## config.mk

```make
export PLATFORM = sky130hd
export DESIGN_NAME = dsm_spread_mod
export DESIGN_NICKNAME = d
export VERILOG_FILES = /design/src/rtl/dsm_pkg.sv /design/src/rtl/dsm_rate_gen.sv /design/src/rtl/dsm_triangle.sv /design/src/rtl/dsm_scaler.sv /design/src/rtl/dsm_spread_mod.sv
export SDC_FILE = /design/constraint.sdc
export NUM_CORES = 1
export LEC_CHECK = 0
export ABC_AREA = 1
export BUFFER_PORTS_ARGS = -buffer_cell sky130_fd_sc_hd__buf_2
export CAP_MARGIN = 0
export CORE_MARGIN = 1.5
export CORE_UTILIZATION = 60
export DETAILED_ROUTE_END_ITERATION = 8
export PLACE_DENSITY = 0.8
export SLEW_MARGIN = 10
export SYNTH_ARGS = -nofsm -noshare
export SYNTH_HDL_FRONTEND = slang
export SYNTH_HIERARCHICAL = 1
export SYNTH_SLANG_ARGS = --single-unit
```

## constraint.sdc

```tcl
create_clock -name clk_i -period 24.1 [get_ports clk_i]
set_input_delay 2.41 -clock clk_i [delete_from_list [all_inputs] [get_ports clk_i]]
set_output_delay 2.41 -clock clk_i [all_outputs]
set_load 0.1 [all_outputs]
```

## src/rtl/dsm_pkg.sv

```systemverilog
package dsm_pkg;
  typedef enum logic {
    SRC_PLL_A = 1'b0,
    SRC_PLL_B = 1'b1
  } pll_src_e;

  typedef enum logic {
    RAMP_UP   = 1'b0,
    RAMP_DOWN = 1'b1
  } ramp_dir_e;
endpackage

```

## src/rtl/dsm_rate_gen.sv

```systemverilog
module dsm_rate_gen #(
  parameter int TC_W = 8
) (
  input  logic            clk_i,
  input  logic            rst_ni,
  input  logic [TC_W-1:0] tc_i,
  output logic            tick_o
);
  logic [TC_W-1:0] cnt_q;
  logic            wrap;

  // >= so a terminal count lowered on the fly still wraps at once
  assign wrap   = (cnt_q >= tc_i);
  assign tick_o = wrap;

  always_ff @(posedge clk_i or negedge rst_ni) begin
    if (!rst_ni)   cnt_q <= '0;
    else if (wrap) cnt_q <= '0;
    else           cnt_q <= cnt_q + 1'b1;
  end
endmodule

```

## src/rtl/dsm_triangle.sv

```systemverilog
module dsm_triangle
  import dsm_pkg::*;
#(
  parameter int STEPS  = 64,
  parameter int CODE_W = 5,
  localparam int POS_W = $clog2(STEPS + 1)
) (
  input  logic              clk_i,
  input  logic              rst_ni,
  input  logic              tick_i,
  input  logic              allow_i,
  input  logic [CODE_W-1:0] code_i,
  output logic [POS_W-1:0]  pos_o,
  output logic [CODE_W-1:0] code_o
);
  logic [POS_W-1:0]  pos_q;
  logic [CODE_W-1:0] code_q;
  ramp_dir_e         dir_q;

  // pos 0 is the triangle minimum: the only point where a new period may start
  always_ff @(posedge clk_i or negedge rst_ni) begin
    if (!rst_ni) begin
      pos_q  <= '0;
      code_q <= '0;
      dir_q  <= RAMP_UP;
    end else if (tick_i) begin
      if (pos_q == '0) begin
        if (allow_i) begin
          pos_q  <= POS_W'(1);
          code_q <= code_i;
          dir_q  <= RAMP_UP;
        end
      end else if (dir_q == RAMP_UP) begin
        pos_q <= pos_q + 1'b1;
        if (pos_q == POS_W'(STEPS - 1)) dir_q <= RAMP_DOWN;
      end else begin
        pos_q <= pos_q - 1'b1;
      end
    end
  end

  assign pos_o  = pos_q;
  assign code_o = code_q;
endmodule

```

## src/rtl/dsm_scaler.sv

```systemverilog
module dsm_scaler #(
  parameter int RATIO_W   = 32,
  parameter int CODE_W    = 5,
  parameter int STEPS     = 64,
  parameter int PER_MILLE = 1000,
  localparam int POS_W    = $clog2(STEPS + 1),
  localparam int PROD_W   = RATIO_W + CODE_W + POS_W,
  localparam int DIVISOR  = PER_MILLE * STEPS
) (
  input  logic               clk_i,
  input  logic               rst_ni,
  input  logic [RATIO_W-1:0] nom_i,
  input  logic [CODE_W-1:0]  code_i,
  input  logic [POS_W-1:0]   pos_i,
  output logic [RATIO_W-1:0] off_o
);
  logic [PROD_W-1:0] prod;
  logic [PROD_W-1:0] quot;

  // nom * code/1000 * pos/STEPS, one truncation at the end
  assign prod = PROD_W'(nom_i) * PROD_W'(code_i) * PROD_W'(pos_i);
  assign quot = prod / PROD_W'(DIVISOR);

  always_ff @(posedge clk_i or negedge rst_ni) begin
    if (!rst_ni) off_o <= '0;
    else         off_o <= RATIO_W'(quot);
  end
endmodule

```

## src/rtl/dsm_spread_mod.sv

```systemverilog
module dsm_spread_mod
  import dsm_pkg::*;
#(
  parameter int RATIO_W   = 32,
  parameter int CODE_W    = 5,
  parameter int MAX_CODE  = 25,
  parameter int TC_W      = 8,
  parameter int STEPS     = 64,
  parameter int PER_MILLE = 1000,
  localparam int POS_W    = $clog2(STEPS + 1)
) (
  input  logic               clk_i,
  input  logic               rst_ni,
  input  logic [RATIO_W-1:0] nom_ratio_i,
  input  logic [CODE_W-1:0]  depth_code_i,
  input  logic               spread_cap_i,
  input  logic               pll_sel_i,
  input  logic               spread_en_i,
  input  logic [TC_W-1:0]    rate_tc_i,
  output logic [RATIO_W-1:0] ratio_o
);
  logic              step_tick;
  logic              code_ok;
  logic              allow;
  logic [POS_W-1:0]  tri_pos;
  logic [CODE_W-1:0] tri_code;
  logic [RATIO_W-1:0] offset;

  assign code_ok = (depth_code_i != '0) && (depth_code_i <= CODE_W'(MAX_CODE));
  assign allow   = spread_en_i && spread_cap_i &&
                   (pll_src_e'(pll_sel_i) == SRC_PLL_A) && code_ok;

  dsm_rate_gen #(.TC_W(TC_W)) u_rate (
    .clk_i  (clk_i),
    .rst_ni (rst_ni),
    .tc_i   (rate_tc_i),
    .tick_o (step_tick)
  );

  dsm_triangle #(.STEPS(STEPS), .CODE_W(CODE_W)) u_tri (
    .clk_i   (clk_i),
    .rst_ni  (rst_ni),
    .tick_i  (step_tick),
    .allow_i (allow),
    .code_i  (depth_code_i),
    .pos_o   (tri_pos),
    .code_o  (tri_code)
  );

  dsm_scaler #(
    .RATIO_W(RATIO_W), .CODE_W(CODE_W), .STEPS(STEPS), .PER_MILLE(PER_MILLE)
  ) u_scale (
    .clk_i  (clk_i),
    .rst_ni (rst_ni),
    .nom_i  (nom_ratio_i),
    .code_i (tri_code),
    .pos_i  (tri_pos),
    .off_o  (offset)
  );

  assign ratio_o = nom_ratio_i + offset;
endmodule

```

==> summary.txt <==
Floorplanning
  – Io pins: just over 80
  – Chip width: roughly 210 um
  – Die Y: around 210 um
  – Die area: approximately 0.044 mm^2
  – Initial Util: about 61%
  – Core ar.: 0.04204 mm^2
  – FP Rows: 75

Timing
  – Slew @ Worst Pin: between 1000 and 1500 ps
  – Pins Over Slew Limit: 0
  – Unrepaired setup endpoints after global routing: true
  – Worst rel slew slack: a little under a quarter
  – Final Cycle Share: 112.0%
  – Final count of hold timing violations: 0
  – Setup ws final: -2903 ps
  – Fin Setup TNS: -11,570 ps
  – Setup Skew: approximately 13 ps
  – Fmax: ~37 MHz
  – Final setup viols: 7
  – WHS: roughly 520 ps
  – Minimum clock period: 27,000 ps

Clock network
  – Htree depth: 2
  – CTS root buf: clkbuf_16
  – # hold bufs at CTS: 0
  – Worst skew pair latency: 330 ps
  – Clock Path Buffers: 2
  – Clock-pin slew of the registers on the worst-case setup and hold paths: approximately 90 ps
  – CTS buffer count: 5
  – CTS tree: built
  – Clock Sinks: 50

Critical path
  – Critical Path Most Common Cell: nand2_4
  – Endpoint class of the critical path: flop
  – Crit Path Class: input pin to flop
  – Critical Path RT: about 24,000 ps
  – Element type at the critical path start: input pin
  – Slowest-stage cell, CP: fa_1
  – Largest stage delay on the critical path: 530 ps
  – Critical Path AT: between 20,000 and 30,000 ps
  – CP max FO: 9

Run
  – Max-Cap Viols: 0

Route
  – # DRC: 0
  – DR vias/cell: 5.592
  – Initial DRT Pass Iterations: 6
  – Iter 0 DRT Violations: approximately 2.5k
  – Via count: approximately 29k
  – Final ANT Viol Nets: 0
  – Avg WL per Cell: approximately 17 um
  – Detailed Route WL: between 80 and 90 mm

Final layout
  – Multi-input combinational cell area: approximately 0.023 mm^2
  – FF/Latch Area: between 0.001 and 0.0015 mm^2
  – Finished Core Util: 78.98%
  – Final Instance Area: 0.03320 mm^2
  – Layout fillers: between 2k and 3k
  – Area delta synth->final: 29.73%
  – Nets: 5,030
  – Share of layout cells above drive strength 1: between 30 and 40%
  – Ant. Diodes: 0

Place
  – Placed wire-length estimate: between 60 and 70 mm
  – Placed Area: approximately 0.03 mm^2
  – Port Buffers: 81
  – RePlAce Congestion: 1.027

Logic synthesis
  – Predominant post-synthesis flop cell: dfrtp_1
  – Cell taking the most area after synthesis: fa_1
  – Top post-synthesis cells by area: fa_1, nand2_1, inv_1, ha_1, nor2_1
  – Post-synth EDFFs: 0
  – Cells after Synth: 3,917
  – Sequential-to-total area share from yosys stat: 4.889%
  – Yosys reg bits: 50
  – Yosys top cell area share: roughly a fifth
  – Syn. warnings: 6
  – Yosys cell types: 65
  – Synthesized area: about 0.026 mm^2
  – Asr flop ratio synth: 100.0%
  – Syn_area_per_cell: roughly 6.5 um^2

Global route
  – Overflow after GRT: 0
  – Largest net degree at the start of global routing: 51
  – Total global-route track usage: 33.67%
  – Antenna violations before repair: 4
  – First-pass GRT wire length: approximately 120 mm
  – Vias in the first global route: between 20k and 30k

Status
  – Violated checks: negative setup slack
  – Status: complete, but fails checks

Hold path
  – Hold crit path type: flop to flop
==> Yosys cell counts, drive strengths merged (2+ instances only) <==
library cell / number
nor3: 14
o21a: 5
a21o: 7
a211oi: 2
nor2: 422
clkbuf: 37
inv: 838
a21oi: 146
a31o: 3
dfrtp: 50
o21bai: 25
nand4: 21
nand3b: 15
ha: 152
nor4: 2
nand2: 1330
and2: 11
o211ai: 6
a31oi: 3
or2: 9
xnor2: 32
bufinv: 3
a21boi: 3
o21ai: 105
buf: 4
xor2: 89
clkinv: 11
nand3: 302
fa: 266
==> per-layer routing <==
| layer | track usage, % | vias up | wire, um |
|---|---|---|---|
| li1 | - | 13120 | - |
| met1 | 40.77 | 13410 | 31240 |
| met2 | 60.07 | 1510 | 41320 |
| met3 | 4.878 | 481 | 6445 |
| met4 | 13.64 | 8 | 5923 |
| met5 | 0 | - | 42 |
==> worst max-delay path, delay by kind of cell <==
family | cells | cell delay (ps)
buf+inv | 26 | 2130
fa+ha+maj | 9 | 3900
xor+xnor | 2 | 450
simple gates | 133 | 13970
compound gates | 28 | 4250
==> flip-flops by register name, indices dropped and copies added (netlist names) <==
signal         flops
u_rate/cnt_q       8
u_tri/code_o       5
u_scale/off_o     29
u_tri/dir_q        1
u_tri/pos_o        7
==> what timing repair did <==
item	4_1_cts	5_1_grt
gates cloned	1	0
resized for setup	138	333
buffers inserted	40	74
endpoints found under the setup margin	5	8
hold endpoints to repair	0	0
pin swaps	81	202
==> cells by family (layout without fill, tap and decap cells) <==
| group | count (synthesis) | in the layout | share of synthesized area (%) |
|---|---|---|---|
| buf+inv | 894 | 1537 | 13.51 |
| simple gates | 2127 | 2128 | 42.00 |
| other cells | 1 | 3 | 0.01465 |
| flops | 50 | 50 | 4.889 |
| xor+xnor | 121 | 121 | 4.243 |
| fa+ha+maj | 418 | 418 | 28.24 |
| compound gates | 306 | 306 | 7.103 |
==> through the flow <==
step                setup WS [ps]  std cells
floorplan                  -203.0       3919
global placement            -1750       4979
detailed placement          -2321       4979
CTS                         -1243       5028
global route                -4244       5102
finish                      -2903       5102
==> cells in the final DEF, fill, tap and decap left out, types with 9 or more instances in the layout <==
cell	Yosys	final
a21oi_1	135	98
a21oi_2	11	39
a21oi_4	0	9
buf_2	0	80
buf_4	3	582
buf_6	1	10
dfrtp_1	50	50
fa_1	266	265
ha_1	152	138
ha_4	0	14
inv_1	759	736
inv_2	66	77
inv_4	11	25
nand2_1	1043	962
nand2_2	183	212
nand2_4	92	140
nand2_8	12	17
nand3_1	218	163
nand3_2	72	98
nand3_4	12	41
nand3b_1	15	15
nand4_1	20	20
nor2_1	351	307
nor2_2	48	53
nor2_4	22	61
nor3_1	10	10
o21ai_0	40	20
o21ai_1	47	39
o21ai_2	17	42
o21bai_1	23	21
xnor2_1	32	30
xor2_1	87	85
==> worst paths after layout <==
kind                                       from                end  slack (ps)  depth (start not counted)
worst max register to register  u_tri/code_o[2]   u_scale/off_o[0]       -1330                        194
worst min-delay path            u_rate/cnt_q[0]    u_rate/cnt_q[0]         520                          1
max in group asynchronous                rst_ni  u_scale/off_o[26]       21360                          2
worst max-delay path             nom_ratio_i[3]   u_scale/off_o[0]       -2900                        198
min in group asynchronous                rst_ni    u_rate/cnt_q[0]        2210                          2
worst min register to register  u_rate/cnt_q[0]    u_rate/cnt_q[0]         520                          1
==> area by class of cell <==
cell class | instances | share of cell area (%)
multi-input cells | 2976 | 68.81
inverters | 853 | 10.02
flip-flops and latches | 50 | 3.768
clock inverters | 3 | 0.08667
well taps | 539 | 2.031
repair buffers | 676 | 14.91
clock buffers | 5 | 0.3768
Power is not shown: default switching activity piles up to over one toggle a cycle in this logic, so the estimate is an artifact.
